File: src/rtl/sxl_pkg.sv
package sxl_pkg;

  localparam int EA_W    = 32;
  localparam int VSID_W  = 24;
  localparam int PG_W    = 16;
  localparam int HMASK_W = 9;
  localparam int GRP_SH  = 6;

  localparam logic [31:0] CODE_NOEXEC   = 32'h1000_0000;
  localparam logic [31:0] CODE_PROT     = 32'h0800_0000;
  localparam logic [31:0] STAT_ST_PROT  = 32'h0A00_0000;
  localparam logic [31:0] STAT_LD_PROT  = 32'h0800_0000;
  localparam logic [31:0] STAT_ST_RESV  = 32'h0600_0000;
  localparam logic [31:0] STAT_LD_RESV  = 32'h0400_0000;
  localparam logic [31:0] STAT_ST_EXT   = 32'h0610_0000;
  localparam logic [31:0] STAT_LD_EXT   = 32'h0410_0000;
  localparam logic [31:0] CMP_VALID     = 32'h8000_0000;
  localparam logic [31:0] ERR_FETCH_BIT = 32'h0004_0000;
  localparam logic [31:0] ERR_STORE_BIT = 32'h0001_0000;

  typedef enum logic [1:0] {ACC_FETCH = 2'd0, ACC_LOAD = 2'd1, ACC_STORE = 2'd2} acc_e;
  typedef enum logic [2:0] {CLS_INT = 3'd0, CLS_FLOAT = 3'd1, CLS_RESV = 3'd2,
                            CLS_CACHE = 3'd3, CLS_EXT = 3'd4} cls_e;
  typedef enum logic [3:0] {
    C_NONE = 4'd0, C_XLATE_OK = 4'd1, C_DS_PASS = 4'd2, C_ITLB_MISS = 4'd3,
    C_DLD_MISS = 4'd4, C_DST_MISS = 4'd5, C_ISI_PROT = 4'd6, C_ISI_NOEXEC = 4'd7,
    C_DSI_PROT = 4'd8, C_DSI_DS = 4'd9, C_ALIGN = 4'd10
  } cause_e;

  typedef struct packed {
    cause_e      cause;
    logic [31:0] err;
    logic [31:0] miss;
    logic [31:0] cmp;
    logic [31:0] h1;
    logic [31:0] h2;
    logic [31:0] dar;
    logic [31:0] dsisr;
  } res_t;

  function automatic logic seg_key(input logic [31:0] sr, input logic user);
    return user ? sr[29] : sr[30];
  endfunction

  function automatic logic [PG_W-1:0] page_of(input logic [EA_W-1:0] ea);
    return ea[27:12];
  endfunction

  function automatic logic [VSID_W-1:0] hash_of(input logic [VSID_W-1:0] vsid,
                                                input logic [PG_W-1:0] pg);
    return vsid ^ {{(VSID_W-PG_W){1'b0}}, pg};
  endfunction

  function automatic logic [31:0] ptem_of(input logic [VSID_W-1:0] vsid,
                                          input logic [PG_W-1:0] pg);
    return {1'b0, vsid, 1'b0, pg[15:10]};
  endfunction

  function automatic logic [31:0] group_addr(input logic [31:0] base,
                                             input logic [HMASK_W-1:0] mask,
                                             input logic [VSID_W-1:0] h);
    logic [HMASK_W+9:0] sel;
    sel = h[HMASK_W+9:0] & {mask, 10'h3FF};
    return base + {{(32-HMASK_W-10-GRP_SH){1'b0}}, sel, {GRP_SH{1'b0}}};
  endfunction

endpackage

File: src/rtl/sxl_segfile.sv
module sxl_segfile #(
  parameter int NSEG = 16,
  parameter int W    = 32,
  localparam int IW  = $clog2(NSEG)
) (
  input  logic          clk,
  input  logic          rst_n,
  input  logic          we,
  input  logic [IW-1:0] widx,
  input  logic [W-1:0]  wdata,
  input  logic [IW-1:0] ridx,
  output logic [W-1:0]  rdata
);
  logic [W-1:0] regs [NSEG];

  for (genvar g = 0; g < NSEG; g++) begin : g_ent
    always_ff @(posedge clk) begin
      if (!rst_n) regs[g] <= '0;
      else if (we && widx == IW'(g)) regs[g] <= wdata;
    end
  end

  assign rdata = regs[ridx];
endmodule

File: src/rtl/sxl_classify.sv
module sxl_classify
  import sxl_pkg::*;
(
  input  logic [31:0] ea,
  input  logic [1:0]  acc,
  input  logic [2:0]  cls,
  input  logic        user,
  input  logic [31:0] sr,
  output logic        key,
  output logic [VSID_W-1:0] hash,
  output logic [31:0] ptem,
  output logic        need_tlb,
  output res_t        imm
);
  logic [VSID_W-1:0] vsid;
  logic [PG_W-1:0]   pg;
  logic              is_fetch, is_store, ds_ok;
  logic              sxl_unused_rsv;

  assign sxl_unused_rsv = ^sr[27:24];
  assign vsid     = sr[VSID_W-1:0];
  assign pg       = page_of(ea);
  assign key      = seg_key(sr, user);
  assign hash     = hash_of(vsid, pg);
  assign ptem     = ptem_of(vsid, pg);
  assign is_fetch = (acc == ACC_FETCH);
  assign is_store = (acc == ACC_STORE);
  assign ds_ok    = (is_store || !key) && (!is_store || key);

  always_comb begin
    imm      = '0;
    need_tlb = 1'b0;
    if (!sr[31]) begin
      if (is_fetch && sr[28]) begin
        imm.cause = C_ISI_NOEXEC;
        imm.err   = CODE_NOEXEC;
      end else begin
        need_tlb = 1'b1;
      end
    end else if (is_fetch) begin
      imm.cause = C_ISI_NOEXEC;
      imm.err   = CODE_NOEXEC;
    end else begin
      unique case (cls)
        CLS_INT: begin
          if (ds_ok) begin
            imm.cause = C_DS_PASS;
          end else begin
            imm.cause = C_DSI_PROT;
            imm.dar   = ea;
            imm.dsisr = is_store ? STAT_ST_PROT : STAT_LD_PROT;
          end
        end
        CLS_CACHE: imm.cause = C_DS_PASS;
        CLS_FLOAT: begin
          imm.cause = C_ALIGN;
          imm.dar   = ea;
        end
        CLS_RESV: begin
          imm.cause = C_DSI_DS;
          imm.dar   = ea;
          imm.dsisr = is_store ? STAT_ST_RESV : STAT_LD_RESV;
        end
        default: begin
          imm.cause = C_DSI_DS;
          imm.dar   = ea;
          imm.dsisr = is_store ? STAT_ST_EXT : STAT_LD_EXT;
        end
      endcase
    end
  end
endmodule

File: src/rtl/sxl_syndrome.sv
module sxl_syndrome
  import sxl_pkg::*;
(
  input  logic        clk,
  input  logic        rst_n,
  input  logic        req_valid,
  input  logic [31:0] ea,
  input  logic [1:0]  acc,
  input  logic        key,
  input  logic [VSID_W-1:0] hash,
  input  logic [31:0] ptem,
  input  logic        need_tlb,
  input  res_t        imm,
  input  logic [31:0] htab_base,
  input  logic [HMASK_W-1:0] htab_mask,
  input  logic        tlb_valid,
  input  logic        tlb_hit,
  input  logic        tlb_deny,
  output logic        pend,
  output logic        lk_valid,
  output logic [31:0] lk_ptem,
  output logic        lk_key,
  output logic        res_valid,
  output res_t        res
);
  logic [31:0]       c_ea;
  logic [1:0]        c_acc;
  logic [VSID_W-1:0] c_hash;
  logic              tlb_take;
  res_t              tlb_res;

  assign tlb_take = tlb_valid && pend;

  always_comb begin
    tlb_res = '0;
    if (!tlb_hit) begin
      tlb_res.miss = c_ea;
      tlb_res.cmp  = CMP_VALID | lk_ptem;
      tlb_res.h1   = group_addr(htab_base, htab_mask, c_hash);
      tlb_res.h2   = group_addr(htab_base, htab_mask, ~c_hash);
      tlb_res.err  = 32'(lk_key) << 19;
      if (c_acc == ACC_FETCH) begin
        tlb_res.cause = C_ITLB_MISS;
        tlb_res.err   = tlb_res.err | ERR_FETCH_BIT;
      end else if (c_acc == ACC_STORE) begin
        tlb_res.cause = C_DST_MISS;
        tlb_res.err   = tlb_res.err | ERR_STORE_BIT;
      end else begin
        tlb_res.cause = C_DLD_MISS;
      end
    end else if (tlb_deny) begin
      if (c_acc == ACC_FETCH) begin
        tlb_res.cause = C_ISI_PROT;
        tlb_res.err   = CODE_PROT;
      end else begin
        tlb_res.cause = C_DSI_PROT;
        tlb_res.dar   = c_ea;
        tlb_res.dsisr = (c_acc == ACC_STORE) ? STAT_ST_PROT : STAT_LD_PROT;
      end
    end else begin
      tlb_res.cause = C_XLATE_OK;
    end
  end

  always_ff @(posedge clk) begin
    if (!rst_n) begin
      pend      <= 1'b0;
      lk_valid  <= 1'b0;
      lk_ptem   <= '0;
      lk_key    <= 1'b0;
      res_valid <= 1'b0;
      res       <= '0;
      c_ea      <= '0;
      c_acc     <= '0;
      c_hash    <= '0;
    end else begin
      lk_valid  <= 1'b0;
      res_valid <= 1'b0;
      if (tlb_take) begin
        res_valid <= 1'b1;
        res       <= tlb_res;
        pend      <= 1'b0;
      end else if (req_valid && !need_tlb) begin
        res_valid <= 1'b1;
        res       <= imm;
      end
      if (req_valid && need_tlb) begin
        pend     <= 1'b1;
        lk_valid <= 1'b1;
        lk_ptem  <= ptem;
        lk_key   <= key;
        c_ea     <= ea;
        c_acc    <= acc;
        c_hash   <= hash;
      end
    end
  end
endmodule

File: src/rtl/sxl_unit.sv
module sxl_unit
  import sxl_pkg::*;
#(
  parameter int NSEG = 16,
  localparam int SEG_W = $clog2(NSEG)
) (
  input  logic               clk,
  input  logic               rst_n,
  input  logic               seg_we,
  input  logic [SEG_W-1:0]   seg_widx,
  input  logic [31:0]        seg_wdata,
  input  logic               req_valid,
  input  logic [31:0]        req_ea,
  input  logic [1:0]         req_acc,
  input  logic [2:0]         req_cls,
  input  logic               req_user,
  input  logic [31:0]        htab_base,
  input  logic [HMASK_W-1:0] htab_mask,
  input  logic               tlb_valid,
  input  logic               tlb_hit,
  input  logic               tlb_deny,
  output logic               lk_valid,
  output logic [31:0]        lk_ptem,
  output logic               lk_key,
  output logic               res_valid,
  output logic [3:0]         res_cause,
  output logic [31:0]        res_err,
  output logic [31:0]        res_miss_addr,
  output logic [31:0]        res_cmp,
  output logic [31:0]        res_hash1,
  output logic [31:0]        res_hash2,
  output logic [31:0]        res_dar,
  output logic [31:0]        res_dsisr
);
  logic [31:0]       seg_word;
  logic              key_w;
  logic [VSID_W-1:0] hash_w;
  logic [31:0]       ptem_w;
  logic              need_tlb_w;
  logic              pend_w;
  res_t              imm_w;
  res_t              res_w;

  sxl_segfile #(.NSEG(NSEG), .W(32)) i_segs (
    .clk   (clk),
    .rst_n (rst_n),
    .we    (seg_we),
    .widx  (seg_widx),
    .wdata (seg_wdata),
    .ridx  (req_ea[31 -: SEG_W]),
    .rdata (seg_word)
  );

  sxl_classify i_cls (
    .ea       (req_ea),
    .acc      (req_acc),
    .cls      (req_cls),
    .user     (req_user),
    .sr       (seg_word),
    .key      (key_w),
    .hash     (hash_w),
    .ptem     (ptem_w),
    .need_tlb (need_tlb_w),
    .imm      (imm_w)
  );

  sxl_syndrome i_syn (
    .clk       (clk),
    .rst_n     (rst_n),
    .req_valid (req_valid),
    .ea        (req_ea),
    .acc       (req_acc),
    .key       (key_w),
    .hash      (hash_w),
    .ptem      (ptem_w),
    .need_tlb  (need_tlb_w),
    .imm       (imm_w),
    .htab_base (htab_base),
    .htab_mask (htab_mask),
    .tlb_valid (tlb_valid),
    .tlb_hit   (tlb_hit),
    .tlb_deny  (tlb_deny),
    .pend      (pend_w),
    .lk_valid  (lk_valid),
    .lk_ptem   (lk_ptem),
    .lk_key    (lk_key),
    .res_valid (res_valid),
    .res       (res_w)
  );

  assign res_cause     = res_w.cause;
  assign res_err       = res_w.err;
  assign res_miss_addr = res_w.miss;
  assign res_cmp       = res_w.cmp;
  assign res_hash1     = res_w.h1;
  assign res_hash2     = res_w.h2;
  assign res_dar       = res_w.dar;
  assign res_dsisr     = res_w.dsisr;
endmodule

File: config.mk
export PLATFORM = sky130hd
export DESIGN_NAME = sxl_unit
export DESIGN_NICKNAME = d
export VERILOG_FILES = /design/src/rtl/sxl_pkg.sv /design/src/rtl/sxl_segfile.sv /design/src/rtl/sxl_classify.sv /design/src/rtl/sxl_syndrome.sv /design/src/rtl/sxl_unit.sv
export SDC_FILE = /design/constraint.sdc
export NUM_CORES = 1
export LEC_CHECK = 0
export BUFFER_PORTS_ARGS = -buffer_cell sky130_fd_sc_hd__buf_2
export CORE_ASPECT_RATIO = 1.5
export CORE_MARGIN = 2
export CORE_UTILIZATION = 63
export DETAILED_ROUTE_END_ITERATION = 16
export PLACE_DENSITY = 0.9
export SLEW_MARGIN = 20
export SYNTH_ARGS = -nofsm -noshare
export SYNTH_HDL_FRONTEND = slang
export SYNTH_SLANG_ARGS = --single-unit
File: constraint.sdc
create_clock -name clk -period 13.99 [get_ports clk]
set_input_delay 4.197 -clock clk [delete_from_list [all_inputs] [get_ports clk]]
set_output_delay 4.197 -clock clk [all_outputs]
set_load 0.005 [all_outputs]
Word level (Yosys, flattened, before mapping)
Memory sizes are Yosys's and may differ from the RTL's.
Index checks and enable logic that the tools add are counted.
- register bits: 315
- latch bits: 0
- RAM bits: 512
- memory bits (read-only): 0
- input bits: 122
- word-level logic and storage cells: 194
- memories: 1
- $add $sub $neg: 2
- multipliers: 0
- divide/modulo/power cells: 0
- magnitude comparators: 0
- equality and inequality tests: 20
- shift-type cells: 0
- muxes and demuxes: 102
- bitwise gates (word level): 20
- reduce and logical (&&, ||, !) cells: 33
- memories (memory ; depth ; width ; rd ports ; clocked after Yosys merged registers in ; write ports ; line ; RTL):
    i_segs.regs ; 16 ; 32 ; 1 ; 0 ; 16 ; sxl_segfile.sv:14 ; logic [W-1:0] regs [NSEG];
- operator list (cell ; count):
    $mux W32 ; 16
    $mux W228 ; 2
    $mux W64 ; 6
    $mux W128 ; 1
    $mux W26 ; 4
    $pmux W32 S3 ; 1
    $mux W36 ; 2
    $mux W35 ; 2
    $add A32 B25 Y32 ; 2
    $pmux W32 S2 ; 1
    $mux W1 ; 58
    $mux W28 ; 2
    $and A19 B19 Y19 ; 2
    $eq A4 B4 Y1 const B ; 8
    $mux W29 ; 1
    $logic_and A1 B1 Y1 ; 21
    $not A19 Y19 ; 1
    $xor A19 B16 Y19 ; 1
    $mux W17 ; 1
    $eq A4 B3 Y1 const B ; 4
    $mux W4 ; 4
    $or A1 B1 Y1 ; 16
    $pmux W4 S3 ; 1
    $eq A4 B2 Y1 const B ; 2
    11 further kinds ; 18

Longest topological paths before layout
Gate-level depths: netlist (run 1).
An unclocked memory read counts as a cell.
- depth in word-level cells: 11
- gate-level depth with buffers: 13
- mapped depth without buffers: 12

Cells and area by module
Synthesis (run 1) repeated with hierarchy kept, for this count alone.
- cell total of the unflattened synthesis: 3647
- area, all modules: 39711.8 um^2
- modules (own cells, without submodules) (module ; times used ; cells an instance ; area each (um^2)):
    sxl_segfile ; 1 ; 1422 ; 22826.9
    sxl_syndrome ; 1 ; 1914 ; 14611.5
    sxl_classify ; 1 ; 311 ; 2273.4

Worst setup path after synthesis (run 1)
No wires, ideal clock.
- path kind: input to register
- start point: in req_ea[28]
- end point: reg i_syn.res[44] (netlist name)
- data arrival time: 7462 ps
- slack: 6464 ps
- stages on the path: 13
- path buffers: 5
- path through: buf_6 > buf_6 > buf_2 > buf_2 > mux4_2 > mux4_2 > mux2i_1 > ha_1 > a21o_1 > a21oi_1 > clkbuf_1 > a221oi_1 > nor2_1
- longest elaborated chain between the ends: 11
- ends and longest elaborated chain (element ; line ; RTL):
    from (decl) ; sxl_unit.sv:13 ; input logic [31:0] req_ea,
    $mem_v2 Z16 W32 (*) ; n/a ;
    $mux W1 ; sxl_pkg.sv:42 ; return user ? sr[29] : sr[30];
    $logic_not A1 Y1 ; sxl_classify.sv:28 ; assign ds_ok = (is_store || !key) && (!is_store || key);
    $logic_or A1 B1 Y1 ; sxl_classify.sv:28 ;
    $logic_and A1 B1 Y1 ; sxl_classify.sv:28 ;
    $mux W64 ; sxl_classify.sv:46 ; if (ds_ok) begin
    $pmux W32 S2 ; sxl_classify.sv:44 ; unique case (cls)
    $mux W64 ; sxl_classify.sv:40 ; end else if (is_fetch) begin
    $mux W64 ; sxl_classify.sv:33 ; if (!sr[31]) begin
    $mux W228 ; sxl_syndrome.sv:83 ; end else if (req_valid && !need_tlb) begin
    $mux W228 ; sxl_syndrome.sv:79 ; if (tlb_take) begin
    to (signal assigned) ; sxl_syndrome.sv:81 ; res <= tlb_res;
    to (signal assigned) ; sxl_syndrome.sv:85 ; res <= imm;
    to (decl) ; sxl_syndrome.sv:24 ; output res_t res
Mark *: on every way between the ends. The rest lies on a longest branch, timed or not. The select of a mux whose other input is x is not followed.
A chain may end at the register's enable or synchronous reset.

Final worst setup path (run 1)
- start point: in req_ea[28]
- end point: reg i_syn.res[173] (netlist name)
- longest elaborated chain between the ends: 7
- ends and longest elaborated chain (element ; line ; RTL):
    $mem_v2 Z16 W32 (*) ; n/a ;
    $logic_and A1 B1 Y1 ; sxl_classify.sv:34 ; if (is_fetch && sr[28]) begin
    $mux W1 ; sxl_classify.sv:34 ;
    $mux W1 (*) ; sxl_classify.sv:33 ;
    $logic_not A1 Y1 (*) ; sxl_syndrome.sv:83 ;
    $logic_and A1 B1 Y1 (*) ; sxl_syndrome.sv:83 ;
    $reduce_bool A2 Y1 (no line) (*) ; n/a ;
Mark *: on every way between the ends. The rest lies on a longest branch, timed or not.

==> results.txt, run 1 <==
* Ys Warns: 0
* Worst hold-check path type: register to register
* Yosys top cell area share: 43.1%
- The synthesized netlist contains 63 unique library cells.
- Total power density per cell area: 129 nW/um^2
- Highest Clock Rate: 0.117 GHz
* Starting density of the core: 64.0%
- Most frequent cell after synthesis: sky130_fd_sc_hd__and2_1
- Area of the die: 51,400 um^2
- The worst setup path is captured at a register.
* Cell accounting for the most synthesized area: sky130_fd_sc_hd__edfxtp_1
- Ranked by total cell area, the synthesized netlist is headed by sky130_fd_sc_hd__edfxtp_1 (43%), sky130_fd_sc_hd__dfxtp_1 (15%), sky130_fd_sc_hd__mux4_2 (10%).
- Before CTS, the worst setup slack after placement is between 4 and 5 ns.
- In this run the mean area of a mapped cell was roughly 13 um^2.
- Worst Path Required: 14.52 ns
- From synthesis to final layout, the design area changed by 12.0%.
* Fin cells: around 3,400
* Setup violation total in the final timing report: 0
* Number of nets with antenna violations after routing: 0
- Number of antenna violations at the first check in global routing: 17
- Fraction of synthesis flops using an asynchronous set or reset pin: 0%
- For the worst-skew pair, the clock arrives at the later sink with an insertion delay of 0.62 ns.
- VDD IR max: 0.0000954 V
* Layout cells sized above 1: 22.9%
* Net total in the final layout: about 2,800
- Min Tclk post-route: 8.58 ns
- By count the netlist is led by sky130_fd_sc_hd__and2_1 (463), sky130_fd_sc_hd__edfxtp_1 (448), sky130_fd_sc_hd__dfxtp_1 (238).
- The first detailed-routing pass took 5 iterations.
- The flow ran to the end, and the final reports show no timing, DRC or antenna violations.
- Average routed wire per standard cell: 27.0 um
* Core area: 48,800 um^2
- The number of clock buffers added by TritonCTS is between 50 and 60.
* Leak Pwr: 13.7 nW
- In the routed design, unresolved DRC markers number 0.
- CTS tree: built
- Period Utilization, post-route: 61.3%
- After clock tree synthesis, the clock-pin slew on the worst setup and hold paths is 0.06 ns.
* Global-route congestion overflow total: 0
* Kind of launch point of the worst setup path: primary input
- The first global-routing pass estimated between 100,000 and 150,000 um of wire.
- The synthesized design contains 686 register bits.
- IO Count: 385
* Area of the mapped netlist: between 30,000 and 40,000 um^2
- For the pin with the worst max-slew slack, the measured transition is 1.15 ns.
- Routability-driven placement finished with a final weighted congestion of 1.00.
- For this run, the total global-route usage over all layers was measured as 35.3%.
- Measured against its own limit, the worst slew margin works out to 23.0%.
- The critical path in this run is classified as primary input to register.
- The H-tree was split into 2 levels.
* Fin. max-slew vios: 0
- X dimension of the die: 186 um
- Max-cap violations in this run came to 0.
- Via/cell ratio: 6.52
* Vertical die dimension: 277 um
- Buffers placed on the I/O ports in this run total 322.
- Data on the critical path arrives at its endpoint at just over 9 ns.
- For the final database, setup skew stands at 0.0269 ns.
* EDFF count, synth: 448
- Post-synthesis sequential area ratio: 58.4%
- Cell row count: ~100
* Accumulated negative setup slack: 0 ns
* Total instance count after detailed placement: 3,277
* Dominant synthesized flop cell: sky130_fd_sc_hd__edfxtp_1
- Count of instances resized after the clock tree is built: 0
- Entering global routing, the biggest net connects 100 pins.
- Mapped Cells: 2,452
- Detailed placement HPWL: ~56,000 um
* CTS root buf: sky130_fd_sc_hd__clkbuf_16
- The total count of hold-check failures in the final report came to 0.
- Final setup margin: 5.41 ns
* Max Root-Sink Buffers: 3
- In this run the worst path has a maximum fanout of 79.
* Number of global-route vias before repair: between 20,000 and 25,000
* Total wire length: 91,800 um
- CTS sink count: 686
- DR vias: around 22,000
* Hold buffer count at CTS: 0
- Setup repair after global routing left no endpoint under its margin.
- In this run, the number of DRC markers left after iteration 0 of detailed routing was around 2,600.
- The number of setup buffers added after CTS is 0.
state kept, by name, summed over array words and instances, names as in the netlist:
| register | cells |
|---|---|
| i_syn.lk_valid | 1 |
| i_syn.c_acc | 2 |
| i_syn.pend | 1 |
| i_syn.c_hash | 18 |
| i_syn.res | 160 |
| i_syn.lk_key | 1 |
| i_syn.res_valid | 1 |
| i_syn.c_ea | 32 |
| i_syn.lk_ptem | 22 |
| i_segs.regs | 448 |
cell usage in the layout (no fill, tap or decap), types with 8 or more instances in the layout:
cell and instances:
sky130_fd_sc_hd__and2_1 463, sky130_fd_sc_hd__edfxtp_1 448, sky130_fd_sc_hd__buf_2 320, sky130_fd_sc_hd__dfxtp_1 238, sky130_fd_sc_hd__nand2_1 206, sky130_fd_sc_hd__mux4_2 139
sky130_fd_sc_hd__nor2_1 91, sky130_fd_sc_hd__a22o_1 75, sky130_fd_sc_hd__o21ai_0 72, sky130_fd_sc_hd__a21boi_0 61, sky130_fd_sc_hd__clkbuf_16 60, sky130_fd_sc_hd__conb_1 58
sky130_fd_sc_hd__buf_4 47, sky130_fd_sc_hd__a21oi_1 39, sky130_fd_sc_hd__ha_1 39, sky130_fd_sc_hd__xnor2_1 37, sky130_fd_sc_hd__a221oi_1 32, sky130_fd_sc_hd__inv_1 30
sky130_fd_sc_hd__o21ai_1 26, sky130_fd_sc_hd__nor2b_1 20, sky130_fd_sc_hd__o211a_1 18, sky130_fd_sc_hd__o21ai_2 16, sky130_fd_sc_hd__xor2_1 15, sky130_fd_sc_hd__clkbuf_1 14
sky130_fd_sc_hd__diode_2 12, sky130_fd_sc_hd__a21o_1 12, sky130_fd_sc_hd__nand3_1 11, sky130_fd_sc_hd__nor3_1 9, sky130_fd_sc_hd__clkinv_2 9, sky130_fd_sc_hd__nand3b_1 8
sky130_fd_sc_hd__nand2b_1 8, sky130_fd_sc_hd__a211oi_1 8, sky130_fd_sc_hd__clkinv_1 8
power by group:
group          total, mW  internal, mW  switching [mW]
Clock               1.66         0.929           0.734
Sequential          2.32          2.27          0.0564
Combinational      0.522         0.201           0.321
Total               4.51          3.40            1.11
kinds of logic after synthesis:
| logic type | count (synthesis) | synth area share (%) |
|---|---|---|
| flops | 686 | 58.4 |
| simple gates | 845 | 14.6 |
| buf+inv | 283 | 4.63 |
| xor+xnor | 52 | 1.46 |
| compound gates | 403 | 9.18 |
| other cells | 1 | 0.0120 |
| mux | 141 | 10.1 |
| fa+ha+maj | 41 | 1.69 |
per-stage QoR:
step           power, mW  area, um^2  hold slack (ns)  util (%)
2_1_floorplan       2.69       31400            0.439         -
3_3_place_gp        2.83       33000            0.430      67.5
3_5_place_dp        2.86       33000            0.439      67.6
4_1_cts             4.49       34900            0.457      71.5
5_1_grt             4.62       35000            0.468      71.6
6_report            4.51       35000            0.449      71.6
critical path: stages:
cell	delay (ns)
sky130_fd_sc_hd__buf_6	0.33
sky130_fd_sc_hd__buf_4	0.78
sky130_fd_sc_hd__mux4_2	0.65
sky130_fd_sc_hd__a211oi_1	0.30
sky130_fd_sc_hd__a21o_1	0.12
sky130_fd_sc_hd__a211oi_1	0.12
sky130_fd_sc_hd__and2_1	0.46
sky130_fd_sc_hd__nor2_4	0.90
sky130_fd_sc_hd__buf_4	0.83
sky130_fd_sc_hd__a22o_1	0.28
layer usage:
layer  GRT usage [%]  wire length, um  up-vias
met4            24.7             7050       10
met1            38.1            27900    10800
met5               0               69        -
li1                -                -     9178
met2            60.1            45900     1757
met3            8.81            10800      446
final timing paths:
kind,from,endpoint,slack [ns],cells after the start
max reg2reg,i_segs.regs[7][28]$_SDFFCE_PN0P_,i_syn.res[173]$_SDFFE_PN0P_,9.91,8
max,req_ea[28],i_syn.res[173]$_SDFFE_PN0P_,5.41,10
min reg2reg,i_syn.res[89]$_SDFFE_PN0P_,i_syn.res[89]$_SDFFE_PN0P_,0.45,2
min,i_syn.res[89]$_SDFFE_PN0P_,i_syn.res[89]$_SDFFE_PN0P_,0.45,2
cell type report:
class	instances	area, um^2
sequential	686	18200
fill	2954	13800
antenna	12	30.0
timing repair buffer	368	1970
multi-input combinational	1540	11900
clock inverter	29	312
clock buffer	80	1640
inverter	28	105
tap	656	821
Power figures use the tool's default switching activity.
==> run 2, diff against run 1 <==
Settings changed: ABC_AREA set to 1, CORE_UTILIZATION 63 to 53, PLACE_DENSITY 0.9 to 0.81.
Clock period 13.99 ns to 7.4 ns, I/O delays scaled along.
==> run 2 against run 1 <==
  * First-iteration DRC count grew 13%
  * Synthesized cell count up 50%
  * Combinational power is 90% higher
==> results.txt, run 2 <==
- The run finished with clean final reports.
- The worst register-to-register path has a depth of 17.
* Total power density per cell area: roughly 240 nW/um^2
* Fin. max-slew vios: 0
- The area growth from synthesis to layout is 11.7%.
- Averaged over all synthesized cells, the footprint is 8.68 um^2.
- In this run the tightest slew margin relative to its limit is 26.0%.
- The initial antenna violation count was 11.
* Area of the die: 62,400 um^2
* Setup violation total in the final timing report: 0
- In the synthesized netlist the dominant register cell turns out to be sky130_fd_sc_hd__edfxtp_1.
- The worst path in the final design needs a cycle of 5.88 ns, including I/O delays and setup.
* Area of the mapped netlist: around 32,000 um^2
- By area the synthesized netlist is led by sky130_fd_sc_hd__edfxtp_1 (42%), sky130_fd_sc_hd__dfxtp_1 (15%), sky130_fd_sc_hd__nor2_1 (9.4%).
- Using the TritonRoute via totals, the vias-per-cell ratio works out to 5.72.
- Along the worst hold path, the cell count comes to 2.
- Across the VDD grid, the largest voltage drop is ~0.00018 V.
* Port buffer count: 322
- sky130_fd_sc_hd__edfxtp_1 takes more of the synthesized area than any other cell.
- After detailed routing, the total wire length is 97,600 um.
- Number of CTS-inserted buffers: 61
- Yosys mapped a number of flops with a built-in enable equal to 448.
* Clock transition time at the flip-flop clock pins of the worst setup and hold paths: approximately 0.070 ns
- The library cell used most frequently in the layout, excluding fill and tap cells, is sky130_fd_sc_hd__nor2_1.
* CTS root buf: sky130_fd_sc_hd__clkbuf_16
- Number of levels the H-tree was split into: 2
- In this run the static leakage power is 15.2 nW.
* Reg2Reg Setup Slack: 3.75 ns
* CTS tree: built
* Yosys top cell area share: about 42%
- Netlist cell types: 39
- The core region is between 50,000 and 60,000 um^2.
* Number of nets with antenna violations after routing: 0
- In the synthesized netlist the async set-or-reset flop fraction comes to 0%.
* Number of global-route vias before repair: 25,400
- Between clock sinks in the finished design, the worst skew comes to 0.0259 ns.
- Worst hold-check path type: register to register
- CTS sink count: approximately 690
- Once the clock tree was built, the setup fixing pass inserted 0 buffers.
* FF+latch count, synth: 686
* Registers with the most flip-flops: i_segs.regs x448, i_syn.res x160, i_syn.c_ea x32
- Most frequent cells in the layout: sky130_fd_sc_hd__nor2_1 (798), sky130_fd_sc_hd__nand2_1 (655), sky130_fd_sc_hd__edfxtp_1 (448)
- Among all cell types in the netlist, the one instantiated most often is sky130_fd_sc_hd__nor2_1.
- Vertical die dimension: 305 um
- The startpoint identified for the worst register-to-register timing path is i_segs.regs[6][29]$_SDFFCE_PN0P_.
- Hold buffer count at CTS: 0
- Max Root-Sink Buffers: 3
- Adding up every negative setup slack in the final design gives 0 ns.
- The pre-antenna-repair detailed-routing pass consisted of 5 iterations.
* Pin slew with the least headroom to its limit: between 1 and 1.5 ns
- The setup path with the least slack is of type primary input to register.
- Commonest cells post-synth: sky130_fd_sc_hd__nor2_1 (799), sky130_fd_sc_hd__nand2_1 (656), sky130_fd_sc_hd__edfxtp_1 (448)
- Final standard cell utilization of the core: 59.7%
- After detailed routing, the number of remaining DRC violations is 0.
* DR vias: 27,000
- STA classifies the critical path startpoint as a primary input.
- Storage cell area: 18,200 um^2
- For this run, the number of Yosys warnings is 0.
* Skew-Pair Late Insertion Delay: 0.65 ns
* Worst Path Required: 8.00 ns
- Synthesis produced 3,686 cells.
- Worst endpoint data arrival time: 6.48 ns
* Sink of the worst hold path: i_syn.res[33]$_SDFFE_PN0P_
* Post-synthesis sequential area ratio: 56.9%
* Net total in the final layout: about 4,000
* FF-to-FF End: i_syn.res[51]$_SDFFE_PN0P_
- After floorplanning, the core was divided into 110 placement rows.
* Average routed wire per standard cell: slightly above 20 um
- Critical path fanouts, max: 45
- The post-route netlist has between 10% and 20% of its cells at a drive strength greater than 1.
- Global routing usage summed across all routing layers: 30.6%
- Drt initial violations: 2,923
- Summing all multi-input logic gate instances after layout gives about 12,000 um^2.
* Power, Total: approximately 8.6 mW
* Global-route congestion overflow total: 0
* Max-capacitance violation count: 0
- In this run, post-CTS repair resized a total of 0 instances.
- Setup crit end kind: register
* Most flop-heavy register: i_segs.regs
- Global-route wire length before repair: around 150,000 um
- The total count of hold-check failures in the final report was 0.
* Pin count of the biggest net entering global routing: 95
- During I/O placement, the number of pins put on the boundary was ~390.
* Highest Clock Rate: 0.170 GHz
* Detailed placement HPWL: between 60,000 and 70,000 um
- The initial utilization of the core area, before any placement, comes to 53.5%.
- The worst hold path begins at i_syn.res[33]$_SDFFE_PN0P_.
- X dimension of the die: 205 um
- Max reg flops: about 450
* Fillers: slightly above 5,000
- Unrepaired setup endpoints after global routing: no
- Dividing the final minimum period by the clock period gives roughly four fifths.
- Routability congestion estimate from global placement: 0.946
-- run 2: changes by cell type in the layout (fill, tap and decap cells not counted), sizes merged, moves of 214 or more --
cell and change:
and2 -464, nand2 +454, nor2 +706, inv +215
o21ai +233, nand3 +214
-- run 2: worst max-delay path, cell delays in order --
cell	delay, ns
sky130_fd_sc_hd__buf_4	0.42
sky130_fd_sc_hd__inv_2	0.46
sky130_fd_sc_hd__nand3_1	0.21
sky130_fd_sc_hd__nand3_1	0.09
sky130_fd_sc_hd__nand2_1	0.11
sky130_fd_sc_hd__nand2_1	0.06
sky130_fd_sc_hd__nand2_1	0.08
sky130_fd_sc_hd__nand2_1	0.06
sky130_fd_sc_hd__nand2_1	0.26
sky130_fd_sc_hd__inv_1	0.08
sky130_fd_sc_hd__ha_1	0.33
sky130_fd_sc_hd__inv_1	0.06
sky130_fd_sc_hd__o21ai_0	0.06
sky130_fd_sc_hd__nand2_1	0.40
sky130_fd_sc_hd__nand3_1	0.83
sky130_fd_sc_hd__o21ai_0	0.46
sky130_fd_sc_hd__nand3_1	0.12
sky130_fd_sc_hd__nand2_1	0.10
-- run 2: logic make-up (layout without fill, tap and decap cells) --
| kind of cell | count (synthesis) | after routing | share of synthesized area [%] |
|---|---|---|---|
| AND/OR/NAND/NOR | 1734 | 1734 | 21.7 |
| flip-flops | 686 | 686 | 56.9 |
| other | 1 | 64 | 0.0117 |
| adder cells (fa/ha/maj) | 41 | 41 | 1.65 |
| buffers and inverters | 558 | 736 | 8.04 |
| AO/OA/AOI/OAI | 666 | 666 | 11.7 |
-- run 2: power by group --
part / switching, mW / leakage (nW) / total (mW) / internal (mW)
Sequential: 0.0757 / 6.23 / 4.36 / 4.28
Combinational: 0.724 / 7.96 / 0.993 / 0.270
Clock: 1.42 / 0.993 / 3.20 / 1.78
-- run 2: cell type report --
| cell class | count | share of cell area, % |
|---|---|---|
| antenna | 6 | 0.0420 |
| inverter | 242 | 2.55 |
| clock inverter | 28 | 0.728 |
| multi-input combinational | 2499 | 32.2 |
| timing repair buffer | 379 | 5.89 |
| sequential | 686 | 50.9 |
| clock buffer | 87 | 4.88 |
| tap | 784 | 2.74 |
-- run 2: worst max path at each step --
stage	from	endpoint
floorplan	seg_widx[1]	i_segs.regs[11][0]$_SDFFCE_PN0P_
global placement	req_ea[29]	i_syn.res[58]$_SDFFE_PN0P_
detailed placement	req_ea[29]	i_syn.res[51]$_SDFFE_PN0P_
CTS	req_ea[29]	i_syn.res[51]$_SDFFE_PN0P_
global route	req_ea[29]	i_syn.res[54]$_SDFFE_PN0P_
finish	req_ea[29]	i_syn.res[51]$_SDFFE_PN0P_
-- run 2: per-layer routing --
| metal | wire length [um] | global-route usage, % | vias to the layer above |
|---|---|---|---|
| li1 | - | - | 12600 |
| met1 | 34400 | 36.4 | 12600 |
| met2 | 48400 | 52.7 | 1476 |
| met3 | 9230 | 5.08 | 349 |
| met4 | 5520 | 16.1 | 12 |
| met5 | 80 | 0 | - |
-- run 2: per-stage QoR --
stage / setup WS [ns] / std cells / cell area [um^2] / hold slack (ns)
after floorplan: 2.15 / 3743 / 32200 / 0.442
after global placement: 1.02 / 4588 / 33700 / 0.423
after detailed placement: 0.979 / 4590 / 33700 / 0.427
after CTS: 1.61 / 4705 / 35800 / 0.443
after global routing: 1.22 / 4706 / 35800 / 0.459
final: 1.52 / 4711 / 35800 / 0.439
